`src/rtl/pcc_pkg.sv`:
```
package pcc_pkg;
  localparam int HALF_W  = 16;
  localparam int PIN_W   = 8;
  localparam int NSLOT   = 2;

  // bit positions inside one socket halfword
  localparam int B_VS1  = 15;
  localparam int B_VS2  = 14;
  localparam int B_WP   = 13;
  localparam int B_CD2  = 12;
  localparam int B_CD1  = 11;
  localparam int B_BVD2 = 10;
  localparam int B_BVD1 = 9;
  localparam int B_RDY  = 8;
  localparam int B_RLOW = 7;
  localparam int B_RHI  = 6;
  localparam int B_RRIS = 5;
  localparam int B_RFAL = 4;

  // pin vector offset: halfword bit minus this gives the pin index
  localparam int PIN_OFS = 8;

  localparam int CTL_RST = 6;
  localparam int CTL_OEN = 7;

  typedef enum logic [2:0] {
    RG_PINS = 3'd0,
    RG_CHG  = 3'd1,
    RG_EN   = 3'd2,
    RG_CTLA = 3'd3,
    RG_CTLB = 3'd4
  } reg_sel_e;
endpackage

```
`src/rtl/pcc_sync.sv`:
```
module pcc_sync #(
  parameter int W      = 16,
  parameter int STAGES = 2
) (
  input  logic         clk,
  input  logic         rst_n,
  input  logic [W-1:0] d,
  output logic [W-1:0] q
);
  logic [W-1:0] stg [STAGES];

  always_ff @(posedge clk or negedge rst_n) begin
    if (!rst_n) begin
      for (int s = 0; s < STAGES; s++) stg[s] <= '0;
    end else begin
      stg[0] <= d;
      for (int s = 1; s < STAGES; s++) stg[s] <= stg[s-1];
    end
  end

  assign q = stg[STAGES-1];
endmodule

```
`src/rtl/pcc_slot_evt.sv`:
```
module pcc_slot_evt
  import pcc_pkg::*;
(
  input  logic              clk,
  input  logic              rst_n,
  input  logic [PIN_W-1:0]  pin_s,
  input  logic [HALF_W-1:0] clr,
  output logic [HALF_W-1:0] chg
);
  localparam logic [HALF_W-1:0] LIVE_MASK = (HALF_W'(1) << B_RLOW) | (HALF_W'(1) << B_RHI);

  logic [PIN_W-1:0]  pin_q;
  logic [1:0]        cd_ok_q, cd_ok_nxt;
  logic [HALF_W-1:0] sticky_q, sticky_nxt, set_ev;
  logic [1:0]        cd_now;
  logic              cd_agree, rdy_s, rdy_q;

  assign cd_now   = {pin_s[B_CD2-PIN_OFS], pin_s[B_CD1-PIN_OFS]};
  assign cd_agree = cd_now[1] == cd_now[0];
  assign rdy_s    = pin_s[B_RDY-PIN_OFS];
  assign rdy_q    = pin_q[B_RDY-PIN_OFS];

  always_comb begin
    set_ev = '0;
    for (int k = 0; k < PIN_W; k++) begin
      if ((k + PIN_OFS != B_CD2) && (k + PIN_OFS != B_CD1))
        set_ev[k+PIN_OFS] = pin_s[k] ^ pin_q[k];
    end
    cd_ok_nxt = cd_ok_q;
    if (cd_agree && (cd_now != cd_ok_q)) begin
      set_ev[B_CD2] = 1'b1;
      set_ev[B_CD1] = 1'b1;
      cd_ok_nxt     = cd_now;
    end
    set_ev[B_RRIS] = rdy_s & ~rdy_q;
    set_ev[B_RFAL] = ~rdy_s & rdy_q;
    sticky_nxt = ((sticky_q & ~clr) | set_ev) & ~LIVE_MASK;
  end

  always_ff @(posedge clk or negedge rst_n) begin
    if (!rst_n) begin
      pin_q    <= '0;
      cd_ok_q  <= '0;
      sticky_q <= '0;
    end else begin
      pin_q    <= pin_s;
      cd_ok_q  <= cd_ok_nxt;
      sticky_q <= sticky_nxt;
    end
  end

  always_comb begin
    chg         = sticky_q;
    chg[B_RLOW] = ~rdy_s;
    chg[B_RHI]  = rdy_s;
  end

  // a clear with no concurrent event empties the bit
  assert_clear_works_R5: assert property (@(posedge clk) disable iff (!rst_n)
    (clr[B_WP] && !set_ev[B_WP]) |=> !sticky_q[B_WP]);

  // with no event and no clear a sticky bit holds
  assert_sticky_hold_R4: assert property (@(posedge clk) disable iff (!rst_n)
    (!set_ev[B_BVD1] && !clr[B_BVD1]) |=> $stable(sticky_q[B_BVD1]));

  // detect pins that disagree never raise a detect event
  assert_cd_agree_R6: assert property (@(posedge clk) disable iff (!rst_n)
    (cd_now[1] != cd_now[0]) |=> !$rose(sticky_q[B_CD2]));

  // a rising ready edge is recorded in the next cycle
  assert_rdy_rise_R7: assert property (@(posedge clk) disable iff (!rst_n)
    (rdy_s && !rdy_q) |=> sticky_q[B_RRIS]);
endmodule

```
`src/rtl/pccard_stat_irq.sv`:
```
module pccard_stat_irq
  import pcc_pkg::*;
#(
  parameter int SYNC_STAGES = 2
) (
  input  logic        clk,
  input  logic        rst_n,
  input  logic [7:0]  pins_a,
  input  logic [7:0]  pins_b,
  input  logic        bus_sel,
  input  logic        bus_wr,
  input  logic [2:0]  bus_addr,
  input  logic [1:0]  bus_hmask,
  input  logic [31:0] bus_wdata,
  output logic [31:0] bus_rdata,
  output logic        irq,
  output logic [1:0]  card_reset,
  output logic [1:0]  card_oe_n
);
  localparam int REG_W = NSLOT * HALF_W;
  localparam int ALL_P = NSLOT * PIN_W;

  logic [ALL_P-1:0] pins_s;
  logic [REG_W-1:0] wmask, clr_all, chg_all, pin_view;
  logic [REG_W-1:0] en_q, en_nxt;
  logic [1:0]       ctl_q [NSLOT];
  logic [1:0]       ctl_nxt [NSLOT];
  logic             wr;
  reg_sel_e         sel;

  assign sel   = reg_sel_e'(bus_addr);
  assign wr    = bus_sel & bus_wr;
  assign wmask = {{HALF_W{bus_hmask[1]}}, {HALF_W{bus_hmask[0]}}};

  pcc_sync #(.W(ALL_P), .STAGES(SYNC_STAGES)) u_sync (
    .clk(clk), .rst_n(rst_n), .d({pins_a, pins_b}), .q(pins_s)
  );

  assign clr_all = (wr && sel == RG_CHG) ? (bus_wdata & wmask) : '0;

  genvar i;
  generate
    for (i = 0; i < NSLOT; i++) begin : g_slot
      localparam int POS = NSLOT - 1 - i;
      pcc_slot_evt u_evt (
        .clk   (clk),
        .rst_n (rst_n),
        .pin_s (pins_s[POS*PIN_W +: PIN_W]),
        .clr   (clr_all[POS*HALF_W +: HALF_W]),
        .chg   (chg_all[POS*HALF_W +: HALF_W])
      );
      assign pin_view[POS*HALF_W +: HALF_W] = {pins_s[POS*PIN_W +: PIN_W], {(HALF_W-PIN_W){1'b0}}};

      always_comb begin
        ctl_nxt[i] = ctl_q[i];
        if (wr && bus_hmask[0] && (bus_addr == 3'(RG_CTLA) + 3'(i)))
          ctl_nxt[i] = {bus_wdata[CTL_OEN], bus_wdata[CTL_RST]};
      end

      always_ff @(posedge clk or negedge rst_n) begin
        if (!rst_n) ctl_q[i] <= 2'b10;
        else        ctl_q[i] <= ctl_nxt[i];
      end

      assign card_oe_n[i]  = ctl_q[i][1];
      assign card_reset[i] = ctl_q[i][0];
    end
  endgenerate

  always_comb begin
    en_nxt = en_q;
    if (wr && sel == RG_EN) en_nxt = (en_q & ~wmask) | (bus_wdata & wmask);
  end

  always_ff @(posedge clk or negedge rst_n) begin
    if (!rst_n) en_q <= '0;
    else        en_q <= en_nxt;
  end

  assign irq = |(chg_all & en_q);

  always_comb begin
    bus_rdata = '0;
    unique case (sel)
      RG_PINS: bus_rdata = pin_view;
      RG_CHG:  bus_rdata = chg_all;
      RG_EN:   bus_rdata = en_q;
      RG_CTLA: bus_rdata = 32'({ctl_q[0], 6'b0});
      RG_CTLB: bus_rdata = 32'({ctl_q[1], 6'b0});
      default: bus_rdata = '0;
    endcase
  end

  // an upper-half-only enable write leaves socket B's enables
  assert_en_keep_R9: assert property (@(posedge clk) disable iff (!rst_n)
    (wr && sel == RG_EN && bus_hmask == 2'b10) |=> $stable(en_q[HALF_W-1:0]));

  // with no enable set the interrupt stays low
  assert_irq_gated_R8: assert property (@(posedge clk) disable iff (!rst_n)
    (en_q == '0) |-> !irq);

  // a control write to socket A never touches socket B
  assert_ctl_iso_R10: assert property (@(posedge clk) disable iff (!rst_n)
    (wr && sel == RG_CTLA) |=> $stable(ctl_q[1]));
endmodule

```
`config.mk`:
```
export PLATFORM = sky130hd
export DESIGN_NAME = pccard_stat_irq
export DESIGN_NICKNAME = d
export VERILOG_FILES = /design/src/rtl/pcc_pkg.sv /design/src/rtl/pcc_sync.sv /design/src/rtl/pcc_slot_evt.sv /design/src/rtl/pccard_stat_irq.sv
export SDC_FILE = /design/constraint.sdc
export NUM_CORES = 1
export LEC_CHECK = 0
export BUFFER_PORTS_ARGS = -buffer_cell sky130_fd_sc_hd__buf_4
export CAP_MARGIN = 15
export CORE_ASPECT_RATIO = 1.1
export CORE_MARGIN = 5
export CORE_UTILIZATION = 33
export CTS_CLUSTER_SIZE = 10
export DETAILED_ROUTE_END_ITERATION = 16
export GPL_ROUTABILITY_DRIVEN = 1
export GPL_TIMING_DRIVEN = 0
export SETUP_SLACK_MARGIN = 0.1
export SLEW_MARGIN = 5
export SYNTH_ARGS = -nofsm -noshare
export SYNTH_HDL_FRONTEND = slang
export SYNTH_SLANG_ARGS = --single-unit
export TNS_END_PERCENT = 5
```
`constraint.sdc`:
```
create_clock -name clk -period 1.4 [get_ports clk]
set_input_delay 0 -clock clk [delete_from_list [all_inputs] [get_ports clk]]
set_output_delay 0 -clock clk [all_outputs]
set_load 0.01 [all_outputs]
```
Yosys cells after proc, flatten, opt, wreduce, memory -nomap -nowiden

Index checks and enable logic that the tools add are counted.

Memories: 0
Bits in latches: 0
ROM bits: 0
Flip-flop bits (word level): 116
Bits in writable memories: 0

Div/mod/pow operators: 0
Bitwise logic cells: 32
Multipliers: 0
Magnitude comparators: 0
Add/subtract/negate cells: 0
Shift-type cells: 0
Muxes and demuxes: 4
Reductions and logical operators: 9
Equality and inequality tests: 8

Operators by type and width:

| cell                                                                  | number |
|---|---|
| 32-bit case mux with 5 select lines                                   | 1 |
| 32-bit bitwise AND                                                    | 3 |
| 16-bit bitwise AND                                                    | 2 |
| 32-bit 2-to-1 mux                                                     | 1 |
| 16-bit inverter                                                       | 2 |
| 32-bit inverter                                                       | 1 |
| 16-bit bitwise OR                                                     | 2 |
| 32-bit bitwise OR                                                     | 1 |
| 32-bit OR reduction                                                   | 1 |
| 1-bit bitwise XOR                                                     | 12 |
| 1-bit logical AND                                                     | 7 |
| 3-bit by 2-bit equality test with 1-bit output, second input constant | 2 |
| 1-bit bitwise AND                                                     | 5 |
| 2-bit 2-to-1 mux                                                      | 2 |
| 2-bit != test                                                         | 2 |
| 1-bit inverter                                                        | 4 |
| 3-bit by 1-bit equality test with 1-bit output, second input constant | 1 |
| 3-bit equality test, second input constant                            | 1 |
| 3-bit logical NOT                                                     | 1 |
| 1-bit equality test                                                   | 2 |

Depth between registers and ports, before layout

Depth in word-level cells: 6
Gate-level depth with buffers: 6

By module

Synthesis repeated with hierarchy kept, for this count alone.

Cell total of the unflattened synthesis: 408
Area, all modules: 5,017.3 µm²

Modules (own cells, without submodules):

| module          | instances | cells an instance | area each (µm²) | sequential area each (µm²) |
|---|---|---|---|---|
| pccard_stat_irq | 1         | 236               | 2,479.9         | 903.4 |
| pcc_slot_evt    | 2         | 62                | 808.3           | 550.5 |
| pcc_sync        | 1         | 48                | 920.9           | 800.8 |

Worst setup path after synthesis

Ideal clock, no wire load.

Kind: input to register
Start point: in bus_addr[0]
End point: reg (tool-made name)
Cell stages on the path: 6
Arrival time: 1,182 ps
Setup time: 127 ps
Path slack: 91 ps
Cell sequence: buf_2 -> nor3b_4 -> and2_1 -> buf_4 -> buf_6 -> mux2_1

RTL lines:

| what        | line                  | text |
|---|---|---|
| from (decl) | pccard_stat_irq.sv:12 | `input logic [2:0] bus_addr,` |

==> flow_summary.toml <==
[die]
io_pins = 94
die_h_microns = 136
core_sq_um = 14300
dieArea_sq_um = 16900
num_rows = 46
start_util = 0.332
die_w_microns = 124

[routing]
drt_first_pass_iters = 4
postRouteAntennaNets = 0
viasPerCell = 4.83
avgRoutedWirePerCell_microns = 17.7
wirelength_mm = 12.8
drt_iter0_markers = 182
num_vias = 3486
drc = 0

[flow_run]
cap_violations = 0

[final_layout]
final_common_cell = "dfrtp_1"
syn2layout_area_growth_pct = 40.5
utilization = 0.467
drive_above_1_share = 0.321
nets = 586
n_fill_cell = 1347
layout_common_cells = "dfrtp_1, buf_4, dlygate4sd3_1"
diodes = 0
multi_input_area_sq_um = 1890
final_cell_count_no_fill = 721
regArea_sq_um = 2810

[clock_tree]
clk_pin_slew_ps = 70
root_buffer = "clkbuf_16"
h-tree-depth = 3
cts-buffers-inserted = 9
clk_latency_ps = 350
cts.sinks = 112
cts_tree = "built"
clockBufferDepth = 2

[timing]
fin_ws_ps = -429
hold_violations = 0
skew_ps = 8.28
period_needed_ps = 1830
period_share = 1.31
slew_headroom = 0.399
worstMarginPinSlew_ps = 901
drv_slew = 0
rsz0062_at_grt = "true"
fmax_mhz = 547
finalSetupViolCount = 1
whs_ps = 107
setup_tns_ps = -429

[setup_path]
crit_type = "reg2out"
start_kind = "flop"
critical_path_arrival_ps = 1830
slowest_stage = "or4_4"
critPathMaxFanout = 2
path_cells = "a22oi_2, nand4_1, or4_4, buf_6"
path_delay_family = "simple AND/OR/NAND/NOR gates"
critical-path-max-stage-delay_ps = 550
crit_buf_inv = 1
crit_path_end_kind = "output port"
required_ps = 1400

[power]
p_int_mw = 5.59
power_frac_seq = 0.501
vdd.ir_drop.worst_mv = 0.500
sw_frac_of_total = 0.255
switchingPower_mw = 1.92
power_leakage_nw = 2.96
pwr-share-clk = 0.338
power.density_nw_per_um2 = 1130
p_comb_frac = 0.161

[yosys]
ys_warn_count = 0
ys_seq_area_frac = 0.591
synthCells = 367
synth.distinct_cells = 36
syn_area_sq_um = 4740
syn_nets = 428
ys_ff_latch = 112
syn_area_per_cell_sq_um = 12.9

[placed_design]
dp.cells = 650
routabilityCongestion = 0.766
place_ws_ps = -245
dp_hpwl_mm = 8.80
port_buffers = 91

[outcome]
status = "finished with violations"
violations = "negative setup slack"

[global_route]
antenna_found_initial = 0
grt_pass1_vias = 3803
grt_first_pass_wirelength_mm = 20.6
grt_max_degree = 113
gr-usage-all-layers = 0.157
grt-ovfl-total = 0

[worst_hold_path]
hold_path.class = "in2reg"
## tightest hold or removal path, stage by stage
cell and delay, ps:
buf_4 140, nor3b_4 80, nand3_1 90, a21o_1 100
## layout make-up
| class | count | share of cell area |
|---|---|---|
| tap | 192 | 0.0360 |
| sequential | 112 | 0.421 |
| multi-input combinational | 229 | 0.284 |
| clock buffer | 10 | 0.0344 |
| timing repair buffer | 147 | 0.189 |
| inverter | 6 | 0.00338 |
| buffer | 20 | 0.0235 |
| clock inverter | 5 | 0.00882 |
## cell usage after synthesis, drive strengths merged
cell | number | area [sq um]
and2 | 7 | 43.8
o211ai | 1 | 7.51
and3 | 4 | 25.0
xor2 | 10 | 87.6
o21a | 13 | 97.6
a22oi | 17 | 128
ha | 4 | 50.1
clkbuf | 9 | 33.8
dfrtp | 110 | 2750
o22ai | 2 | 12.5
dfstp | 2 | 52.6
a2bb2oi | 3 | 26.3
nand3b | 13 | 97.6
a22o | 12 | 105
maj3 | 4 | 40.0
and3b | 1 | 8.76
mux2 | 36 | 405
nand4 | 4 | 25.0
a21boi | 8 | 60.1
nor2 | 17 | 63.8
a21o | 18 | 135
nand3 | 18 | 90.1
nor3b | 3 | 38.8
or4 | 1 | 7.51
mux2i | 18 | 180
o21bai | 2 | 15.0
inv | 6 | 22.5
buf | 11 | 75.1
nand2 | 8 | 30.0
nor2b | 1 | 6.26
o21ai | 4 | 20.0
## power groups by stage
stage,combinational (mW),sequential (mW),clock (mW)
after CTS,1.21,3.76,2.60
after detailed placement,1.01,3.81,0
after floorplan,0.534,3.75,0
final,1.21,3.76,2.54
after global placement,0.985,3.79,0
after global routing,1.32,3.80,2.74
## through the flow
step	power, mW	area [sq um]
3_3_place_gp	4.78	5670
6_report	7.51	6670
2_1_floorplan	4.29	4740
4_1_cts	7.57	6590
3_5_place_dp	4.82	5670
5_1_grt	7.86	6670
## final timing paths
kind | slack [ps] | end | from | cells after the start
worst max register to register | 270 | g_slot[1].u_evt.sticky_q[5] | u_sync.q[0] | 4
max in group asynchronous | 440 | async pin | rst_n | 2
worst max-delay path | -430 | irq | flop | 4
worst min-delay path | 110 | g_slot[1].u_evt.sticky_q[15] | bus_addr[1] | 4
worst min register to register | 350 | u_sync.q[1] | u_sync.stg[17] | 0
min in group asynchronous | 300 | u_sync.stg[26] | rst_n | 2
## per-layer routing
layer / wire (microns) / vias up / track usage
met5: 0 / - / 0
met4: 199 / 0 / 0.0536
met3: 572 / 14 / 0.0327
met2: 6340 / 86 / 0.264
met1: 5650 / 1750 / 0.202
li1: - / 1636 / -
## cell families after synthesis
logic type,synth area share
xor gates and xnor gates,0.0185
AOI/OAI and AO/OA,0.128
muxes,0.123
buffers and inverters,0.0277
and+or+nand+nor,0.0921
DFF,0.591
adders and majority gates,0.0190
## repair_timing
item                                    CTS  global route
hold buffers                             49             0
hold endpoints to repair                190             0
buffers inserted                          5             2
pin swaps                                12            16
endpoints found under the setup margin   32            49
gates resized for setup                  30            23
Note: power is estimated with default switching activity, not from simulation.
